## config.mk

```make
export PLATFORM = sky130hd
export DESIGN_NAME = sar_conv_ctrl
export DESIGN_NICKNAME = d
export VERILOG_FILES = /design/src/rtl/sar_pkg.sv /design/src/rtl/sar_ctrl.sv /design/src/rtl/sar_datapath.sv /design/src/rtl/sar_conv_ctrl.sv
export SDC_FILE = /design/constraint.sdc
export NUM_CORES = 1
export LEC_CHECK = 0
export ABC_AREA = 0
export CAP_MARGIN = 15
export CORE_ASPECT_RATIO = 1.2
export CORE_MARGIN = 1
export CORE_UTILIZATION = 30
export CTS_CLUSTER_DIAMETER = 30
export CTS_CLUSTER_SIZE = 24
export DETAILED_ROUTE_END_ITERATION = 10
export GPL_TIMING_DRIVEN = 0
export HOLD_SLACK_MARGIN = 0.12
export SLEW_MARGIN = 15
export SYNTH_ARGS = -nofsm -noshare
export SYNTH_HDL_FRONTEND = slang
export SYNTH_SLANG_ARGS = --single-unit
```

## constraint.sdc

```tcl
create_clock -name clk -period 1.6 [get_ports clk]
set_clock_uncertainty 0.2 [all_clocks]
set_input_delay 0.32 -clock clk [delete_from_list [all_inputs] [get_ports clk]]
set_output_delay 0.32 -clock clk [all_outputs]
set_load 0.1 [all_outputs]
```

## src/rtl/sar_pkg.sv

```systemverilog
package sar_pkg;

  typedef enum logic [1:0] {
    ST_IDLE   = 2'd0,
    ST_CLEAR  = 2'd1,
    ST_DECIDE = 2'd2
  } sar_state_e;

  // strobes from the sequencer to the datapath
  typedef struct packed {
    logic clearTrial;
    logic seedMsb;
    logic decide;
    logic finish;
  } sar_strobe_t;

endpackage

```

## src/rtl/sar_ctrl.sv

```systemverilog
module sar_ctrl
  import sar_pkg::*;
#(
  parameter int WIDTH = 8,
  localparam int PTR_W = (WIDTH > 1) ? $clog2(WIDTH) : 1
) (
  input  logic             clk,
  input  logic             rstN,
  input  logic             startReq,
  output sar_strobe_t      strobe,
  output logic [PTR_W-1:0] bitSel,
  output logic             busy,
  output logic             done
);

  localparam logic [PTR_W-1:0] TOP_BIT = PTR_W'(WIDTH - 1);

  sar_state_e state, stateNext;
  logic [PTR_W-1:0] ptrQ, ptrNext;
  logic doneQ;

  always_comb begin
    stateNext  = state;
    ptrNext    = ptrQ;
    strobe     = '0;
    unique case (state)
      ST_IDLE: begin
        if (startReq) begin
          strobe.clearTrial = 1'b1;
          stateNext         = ST_CLEAR;
        end
      end
      ST_CLEAR: begin
        strobe.seedMsb = 1'b1;
        ptrNext        = TOP_BIT;
        stateNext      = ST_DECIDE;
      end
      ST_DECIDE: begin
        strobe.decide = 1'b1;
        if (ptrQ == '0) begin
          strobe.finish = 1'b1;
          stateNext     = ST_IDLE;
        end else begin
          ptrNext = ptrQ - PTR_W'(1);
        end
      end
      default: stateNext = ST_IDLE;
    endcase
  end

  always_ff @(posedge clk or negedge rstN) begin
    if (!rstN) begin
      state <= ST_IDLE;
      ptrQ  <= '0;
      doneQ <= 1'b0;
    end else begin
      state <= stateNext;
      ptrQ  <= ptrNext;
      doneQ <= strobe.finish;
    end
  end

  assign bitSel = ptrQ;
  assign busy   = (state != ST_IDLE);
  assign done   = doneQ;

endmodule

```

## src/rtl/sar_datapath.sv

```systemverilog
module sar_datapath
  import sar_pkg::*;
#(
  parameter int WIDTH = 8,
  localparam int PTR_W = (WIDTH > 1) ? $clog2(WIDTH) : 1
) (
  input  logic             clk,
  input  logic             rstN,
  input  sar_strobe_t      strobe,
  input  logic [PTR_W-1:0] bitSel,
  input  logic             cmpAbove,
  output logic [WIDTH-1:0] trial,
  output logic [WIDTH-1:0] result
);

  localparam logic [WIDTH-1:0] MID_CODE = {1'b1, {(WIDTH-1){1'b0}}};

  logic [WIDTH-1:0] trialQ, resultQ, decided;

  // per-bit decision: bit under test follows comparator, next lower bit gets set
  for (genvar i = 0; i < WIDTH; i++) begin : g_bit
    logic underTest;
    assign underTest = strobe.decide && (bitSel == PTR_W'(i));
    if (i < WIDTH - 1) begin : g_hasUpper
      logic upperTest;
      assign upperTest  = strobe.decide && (bitSel == PTR_W'(i + 1));
      assign decided[i] = underTest ? cmpAbove : (upperTest ? 1'b1 : trialQ[i]);
    end else begin : g_top
      assign decided[i] = underTest ? cmpAbove : trialQ[i];
    end
  end

  always_ff @(posedge clk or negedge rstN) begin
    if (!rstN) begin
      trialQ  <= '0;
      resultQ <= '0;
    end else begin
      if (strobe.clearTrial)   trialQ <= '0;
      else if (strobe.seedMsb) trialQ <= MID_CODE;
      else if (strobe.decide)  trialQ <= decided;
      if (strobe.finish) resultQ <= decided;
    end
  end

  assign trial  = trialQ;
  assign result = resultQ;

endmodule

```

## src/rtl/sar_conv_ctrl.sv

```systemverilog
module sar_conv_ctrl
  import sar_pkg::*;
#(
  parameter int WIDTH = 8
) (
  input  logic             clk,
  input  logic             rstN,
  input  logic             startReq,
  input  logic             cmpAbove,
  output logic [WIDTH-1:0] dacCode,
  output logic             busy,
  output logic             done,
  output logic [WIDTH-1:0] result
);

  localparam int PTR_W = (WIDTH > 1) ? $clog2(WIDTH) : 1;

  sar_strobe_t      strobe;
  logic [PTR_W-1:0] bitSel;

  sar_ctrl #(.WIDTH(WIDTH)) u_ctrl (
    .clk      (clk),
    .rstN     (rstN),
    .startReq (startReq),
    .strobe   (strobe),
    .bitSel   (bitSel),
    .busy     (busy),
    .done     (done)
  );

  sar_datapath #(.WIDTH(WIDTH)) u_dp (
    .clk      (clk),
    .rstN     (rstN),
    .strobe   (strobe),
    .bitSel   (bitSel),
    .cmpAbove (cmpAbove),
    .trial    (dacCode),
    .result   (result)
  );

endmodule

```

[Word-level counts from Yosys, hierarchy flattened]
Cells that the tools add are included.
W data, S select, Z words.
Storage, ports and cells
  flip-flop bits (word level): 22
  output and inout port bits: 18
  word-level logic and storage cells: 61
Cells by class
  add/sub/neg operators: 1
  equality and inequality tests: 12
  muxes and demuxes: 28
  reductions and logical operators: 15
Operator list (count)
  $mux W8: 3
  $mux W1: 19
  $eq A3 B3 Y1 const B: 4
  $logic_and A1 B1 Y1: 8
  $eq A3 B2 Y1 const B: 2
  $mux W2: 3
  $pmux W2 S3: 1
  $pmux W3 S2: 1
  $ne A2 B2 Y1 const B: 2
  $reduce_and A2 Y1: 2
  $reduce_bool A2 Y1: 2
  $eq A3 B1 Y1 const B: 1
  $logic_not A3 Y1: 1
  $mux W3: 1
  $reduce_bool A3 Y1: 1
  $sub A3 B1 Y3 const B: 1
  $eq A2 B1 Y1 const B: 1
  $eq A2 B2 Y1 const B: 1
  $logic_not A2 Y1: 1
  $ne A2 B1 Y1 const B: 1

[Longest topological paths before layout]
Gate-level depths: netlist (run 1).
  depth after elaboration: 9
  gate-level depth with buffers: 6
  depth with buffers taken out: 5

[By module]
Synthesis (run 1) repeated with hierarchy kept, for this count alone.
Unflattened totals
  cell total of the unflattened synthesis: 108
  area total of the unflattened synthesis: 1163.6 um2
By module, submodules not included
  sar_datapath: times used 1, cells an instance 72, area an instance 802.0 um2
  sar_ctrl: times used 1, cells an instance 36, area an instance 361.6 um2

[Worst setup path after synthesis (run 1)]
Ideal clock, no wire load.
  path kind: register -> register
  from: register u_ctrl.state[0]
  to: register u_ctrl.state[0]
  setup time: 125 ps
  arrival time: 1795 ps
  required time: 1275 ps
  path slack: -519 ps
  stages on the path, launching flop included: 6
  period minus slack after synthesis: 2119 ps
  cells stage by stage: dfrtp_1 inv_1 ha_1 inv_1 a2bb2oi_2 mux2_2
Between the ends
  word-level cells in the longest chain between the ends: 3
  elaborated cells on any way between the ends: 7
  classes of those cells: eq/ne (4); mux (1); reduce/logical (2)
RTL lines
  start, declared: line sar_ctrl.sv:18  | sar_state_e state, stateNext;
  start signal, assigned: line sar_ctrl.sv:57  | state <= stateNext;
  $eq A2 B2 Y1 / $logic_not A2 Y1 (equally long branches): line sar_ctrl.sv:26  | unique case (state)
  $ne A2 B1 Y1 (no line) / $ne A2 B2 Y1 (equally long branches)
  $reduce_and A2 Y1 (no line)
Several ways; a longest one is shown, not always the timed one.
A chain may end at the register's enable or synchronous reset.

[Worst setup path after layout (run 1)]
  from: register u_ctrl.state[0]
  to: output busy
Between the ends
  word-level cells in the longest chain between the ends: 1
RTL lines
  $reduce_bool A2 Y1: line sar_ctrl.sv:64  | assign busy = (state != ST_IDLE);
  end, declared: line sar_conv_ctrl.sv:11  | output logic busy,
No other way between the ends.

==> flow_summary.json, run 1 <==
{
  "outcome": "finished, violations left",
  "failed_checks": "setup timing",
  "r2r_end": "u_ctrl.state[1]",
  "swShare": 0.475,
  "via_per_inst": 4.81,
  "hold_end": "u_dp.result[5]",
  "required_ns": 1.08,
  "routed_wl_microns": 3240,
  "fin_ws_ns": -0.146,
  "core_area_sq_um": 3910,
  "min_period_over_period": 1.09,
  "drc": 0,
  "synthArstFlopShare": 1.00,
  "crit_type": "register to primary output",
  "die-area_sq_um": 4330,
  "end_kind": "primary output",
  "rr_startpoint": "u_ctrl.bitSel[0]",
  "layout_min_cycle_time_ns": 1.75,
  "drt-pass1-iter-count": 4,
  "p_seq_frac": 0.209,
  "fin_setup_tns_ns": -0.625,
  "tightest_slew_ns": 0.512,
  "routedWlPerCell_microns": 14.9,
  "syn_inst": 111,
  "hold_path.class": "register to register",
  "yosys_warnings": 0,
  "place_congestion": 0.755,
  "drive_gt1_frac": 0.640,
  "hold_start": "u_dp.result[5]",
  "ys_seq_area_frac": 0.450,
  "grt_max_degree": 23,
  "path_clk_slew_ns": 0.09,
  "worst_hold_path.num_cells": 2,
  "htree_levels": 1,
  "grt_pass1_vias": 977,
  "dr.first_iter.drc_count": 14,
  "placementRows": 25,
  "p_switching_mw": 1.75,
  "die_width_microns": 60.3,
  "synthToLayoutAreaGrowth_pct": 61.7,
  "grt_pass1_wl_microns": 4480,
  "setup_viol": 16,
  "syn_area_sq_um": 1220,
  "clockBufferDepth": 2,
  "combPwrFrac": 0.679,
  "dp_hpwl_microns": 1940,
  "synth_fa_ha_area_frac": 0.0921,
  "synth_compound_area_frac": 0.198,
  "synthMuxAreaShare": 0.0512,
  "n_antenna_cell": 0,
  "drv_slew": 0,
  "synth_top_family_by_area": "compound AO/OA/AOI/OAI gates",
  "leakage_nw": 0.953,
  "initial_utilization": 0.313,
  "critPathArrivalTime_ns": 1.23,
  "max_freq_ghz": 0.573,
  "groute.usage.overall": 0.138,
  "syn_nets": 124,
  "powerDensity_nw_per_um2": 1870,
  "pwr-share-clk": 0.112,
  "yosysTopAreaCellShare": 0.450,
  "synth_enable_flop_cells": 0,
  "synthTopCellsByArea": "dfrtp_1, ha_1, nand2_1",
  "critPathLaunch": "u_ctrl.state[0]",
  "reg2reg_depth": 5,
  "synth.avg_cell_area_sq_um": 11.0,
  "cts_made_buffers": 3,
  "ir_drop_uv": 797,
  "ant_nets": 0,
  "nets": 178,
  "rsz0062_at_grt": "yes",
  "ioPinCount": 22,
  "synthTopCellsByCount": "dfrtp_1, nand2_1, ha_1",
  "finalHoldViolations": 0,
  "clock_sinks": 22,
  "yosys.cell_count.top_type": "dfrtp_1",
  "overflow": 0,
  "critPathLaunchType": "register",
  "cts_tree": "yes",
  "cts-root-buf": "clkbuf_8",
  "io_buffers": 21,
  "antenna_found_initial": 0,
  "place_ws_ns": -0.745,
  "critical_path.max_fanout": 3,
  "synth_top_area_cell": "dfrtp_1",
  "die_y_microns": 71.9,
  "synthSimpleGateAreaFrac": 0.160,
  "intPower_mw": 1.94,
  "synth_ff_type": "dfrtp_1",
  "relSlewSlack": 0.659,
  "vias": 1048,
  "max-cap-violations": 0,
  "final_util": 0.506,
  "synth-xor-area-share": 0,
  "r2r_slack_ns": -0.10,
  "synthDistinctLibCells": 32,
  "ys_ff_latch": 22,
  "p_total_mw": 3.69,
  "clk_latency_ns": 0.27
}
## worst max-delay path by stage
stage / end / slack [ns] / cells after the start
5_1_grt: busy / -0.20 / 4
3_5_place_dp: busy / -0.75 / 4
4_1_cts: busy / -0.13 / 4
2_1_floorplan: u_ctrl.state[0] / -0.31 / 5
3_3_place_gp: busy / -0.70 / 4
6_report: busy / -0.15 / 4
## critical path: stages, from the launching register on
cell and delay, ns:
dfrtp_1 0.41, inv_2 0.11, ha_4 0.16, clkinvlp_4 0.10, buf_12 0.17
## logic make-up after synthesis
family	after synthesis
AO/OA/AOI/OAI	32
adder cells (fa/ha/maj)	9
buffers and inverters	10
flip-flops	22
multiplexers	5
AND/OR/NAND/NOR	33
## registers in the layout (all words and copies together), names as in the netlist
signal	cells
u_ctrl.bitSel	3
u_dp.trial	8
u_ctrl.state	2
u_dp.result	8
u_ctrl.done	1
## cell type report
type | instances | area (sq um)
plain buffers | 3 | 37.5
clock buffers | 4 | 55.1
fillers | 344 | 1930
inverters | 7 | 30.0
multi-input cells | 80 | 818
flip-flops and latches | 22 | 552
well taps | 54 | 67.6
repair buffers | 48 | 417
## placed cells by master (no fill, tap or decap), types with 3 or more instances in the layout
cell / synthesis / final
a21oi_2: 0 / 6
buf_12: 0 / 3
buf_2: 0 / 6
buf_4: 0 / 24
buf_6: 3 / 9
clkbuf_4: 0 / 5
clkbuf_8: 0 / 4
dfrtp_1: 22 / 21
ha_2: 0 / 3
ha_4: 0 / 4
inv_2: 0 / 5
nand2_1: 16 / 13
o211a_1: 3 / 3
o21ai_1: 5 / 4
o21ai_2: 2 / 3
o31ai_2: 1 / 5
or2_4: 0 / 3
## layer usage
layer	wire length, microns	share of wire	vias up	global-route usage
met4	86	0.027	0	0.0724
li1	-	-	500	-
met3	104	0.032	7	0.0214
met1	1200	0.37	519	0.157
met2	1850	0.57	22	0.243
met5	0	0	-	0
## power groups by stage
stage	registers [mW]	clock network, mW	logic (mW)
floorplan	1.23	0	0.831
global placement	0.765	0	1.63
detailed placement	0.777	0	1.68
CTS	0.763	0.414	1.86
global route	0.787	0.427	2.63
finish	0.770	0.415	2.51
## repair_timing
item / 4_1_cts / 5_1_grt
resized for setup: 107 / 52
endpoints found under the setup margin: 40 / 26
pin swaps: 2 / 22
endpoints found under the hold margin: 0 / 22
buffers inserted: 9 / 16
cloned: 0 / 2
hold buffers: 0 / 1
## through the flow
| stage | hold slack [ns] | cell area (sq um) | instances |
|---|---|---|---|
| 2_1_floorplan | -0.176 | 1240 | 111 |
| 3_3_place_gp | 0.262 | 1520 | 186 |
| 3_5_place_dp | 0.274 | 1520 | 186 |
| 4_1_cts | 0.289 | 1620 | 199 |
| 5_1_grt | 0.303 | 1980 | 218 |
| 6_report | 0.279 | 1980 | 218 |
(Power assumes the default switching activity.)
==> run 2: changes to the inputs <==
Settings changed: CORE_UTILIZATION 30 to 46, GPL_ROUTABILITY_DRIVEN set to 0, PLACE_DENSITY set to 0.74.
==> run 2 against run 1 <==
Against the previous run:
- the run ends with hold timing, setup timing left
- largest cell class unchanged
- critical path type unchanged
- routed wire length decreased by 2.0%
- non-clock buffer count decreased by 9
- clock-buffer cell count decreased by 1
==> flow_summary.json, run 2 (same netlist as run 1, synthesis figures left out) <==
{
  "outcome": "finished, violations left",
  "failed_checks": "hold timing, setup timing",
  "clockBufferDepth": 2,
  "cts_made_buffers": 3,
  "finalHoldViolations": 22,
  "reg2reg_depth": 5,
  "grt_max_degree": 23,
  "grt_pass1_wl_microns": 4930,
  "nets": 169,
  "layout_min_cycle_time_ns": 1.80,
  "setup_viol": 16,
  "ant_nets": 0,
  "initial_utilization": 0.484,
  "die-area_sq_um": 2870,
  "grt_pass1_vias": 986,
  "die_width_microns": 49.1,
  "p_total_mw": 3.54,
  "n_fill_cell": 169,
  "routedWlPerCell_microns": 16.9,
  "cts-root-buf": "clkbuf_4",
  "required_ns": 1.08,
  "fin_cells": 188,
  "rr_startpoint": "u_ctrl.state[1]",
  "crit_type": "register to primary output",
  "leakage_nw": 0.942,
  "hold_path.class": "primary input to async pin",
  "relSlewSlack": 0.354,
  "p_seq_frac": 0.220,
  "dr.first_iter.drc_count": 23,
  "n_antenna_cell": 0,
  "placementRows": 20,
  "drt-pass1-iter-count": 4,
  "tightest_slew_ns": 0.967,
  "drc": 0,
  "end_kind": "primary output",
  "clock_sinks": 22,
  "r2r_slack_ns": -0.19,
  "fin_ws_ns": -0.202,
  "cts_tree": "yes",
  "dp_cells": 165,
  "critPathLaunch": "u_ctrl.state[1]",
  "p_switching_mw": 1.69,
  "holdWs_ns": -0.0764,
  "final_cell_mix": "buf_4, dfrtp_1, buf_6",
  "rsz0062_at_grt": "yes",
  "seq_area_sq_um": 552,
  "ioPinCount": 22,
  "vias": 1015,
  "drive_gt1_frac": 0.574,
  "io_buffers": 21,
  "path_clk_slew_ns": 0.13,
  "htree_levels": 1,
  "synthToLayoutAreaGrowth_pct": 52.0,
  "antenna_found_initial": 0,
  "max-cap-violations": 0,
  "hold_buffers": 0,
  "via_per_inst": 5.40,
  "critical_path.max_fanout": 3,
  "critPathArrivalTime_ns": 1.28,
  "max_freq_ghz": 0.555,
  "overflow": 0,
  "combPwrFrac": 0.658,
  "final_common_cell": "buf_4",
  "routed_wl_microns": 3180,
  "r2r_end": "u_dp.trial[4]",
  "dp_hpwl_microns": 1730,
  "clk_latency_ns": 0.32,
  "groute.usage.overall": 0.230,
  "pwr-share-clk": 0.123,
  "intPower_mw": 1.85,
  "die_y_microns": 58.5,
  "ir_drop_uv": 1630,
  "critPathLaunchType": "register",
  "core_area_sq_um": 2530,
  "powerDensity_nw_per_um2": 1910,
  "drv_slew": 0,
  "swShare": 0.478,
  "multi_input_area_sq_um": 788,
  "min_period_over_period": 1.13
}
## run 2: cell count changes in the layout (fill, tap and decap cells not counted), sizes merged
cell	change
dlymetal6s2s	+1
clkbuf	-5
bufinv	+1
dlygate4sd3	-1
buf	-5
## run 2: power by group through the flow
stage / registers, mW / logic [mW] / clock network (mW)
2_1_floorplan: 1.23 / 0.831 / 0
3_3_place_gp: 0.763 / 1.63 / 0
3_5_place_dp: 0.776 / 1.65 / 0
4_1_cts: 0.764 / 2.06 / 0.434
5_1_grt: 0.797 / 2.46 / 0.469
6_report: 0.779 / 2.33 / 0.434
## run 2: repair_timing
item / in CTS / in global routing
endpoints found under the hold margin: 0 / 22
setup endpoints to repair: 40 / 29
setup buffers: 11 / 6
pin swaps: 8 / 5
cloned: 3 / 0
resized for setup: 135 / 24
## run 2: through the flow
step | TNS, ns | hold slack (ns) | utilization | setup WS (ns) | instance area (sq um)
2_1_floorplan | -0.613 | -0.176 | - | -0.306 | 1240
3_3_place_gp | -13.30 | 0.262 | 0.590 | -0.711 | 1490
3_5_place_dp | -14.31 | 0.268 | 0.590 | -0.739 | 1490
4_1_cts | -1.23 | 0.298 | 0.683 | -0.196 | 1730
5_1_grt | -3.43 | 0.00232 | 0.735 | -0.261 | 1860
6_report | -1.89 | -0.0764 | 0.735 | -0.202 | 1860
## run 2: routing by layer
layer  up-vias  wire (microns)  global-route usage
met5         -               0                   0
met2        23            1750               0.409
li1        487               -                   -
met3        11              89              0.0233
met4         0              91               0.105
met1       494            1240               0.280
## run 2: worst max-delay path by stage
| stage | slack (ns) | cells after the start | endpoint |
|---|---|---|---|
| 2_1_floorplan | -0.31 | 5 | u_ctrl.state[0] |
| 3_3_place_gp | -0.71 | 4 | busy |
| 3_5_place_dp | -0.74 | 4 | busy |
| 4_1_cts | -0.20 | 4 | busy |
| 5_1_grt | -0.26 | 5 | u_dp.trial[4] |
| 6_report | -0.20 | 4 | busy |
## run 2: area by class of cell
class                      instances  share of cell area
inverter                           7              0.0162
sequential                        22               0.297
tap                               33              0.0222
multi-input combinational         80               0.424
clock inverter                     1              0.0162
clock buffer                       3              0.0121
timing repair buffer              39               0.194
buffer                             3              0.0182
## run 2: critical path, stage by stage (launching register included)
cell and delay (ns):
dfrtp_1 0.42, inv_2 0.10, ha_4 0.16, clkinvlp_4 0.11, buf_12 0.18
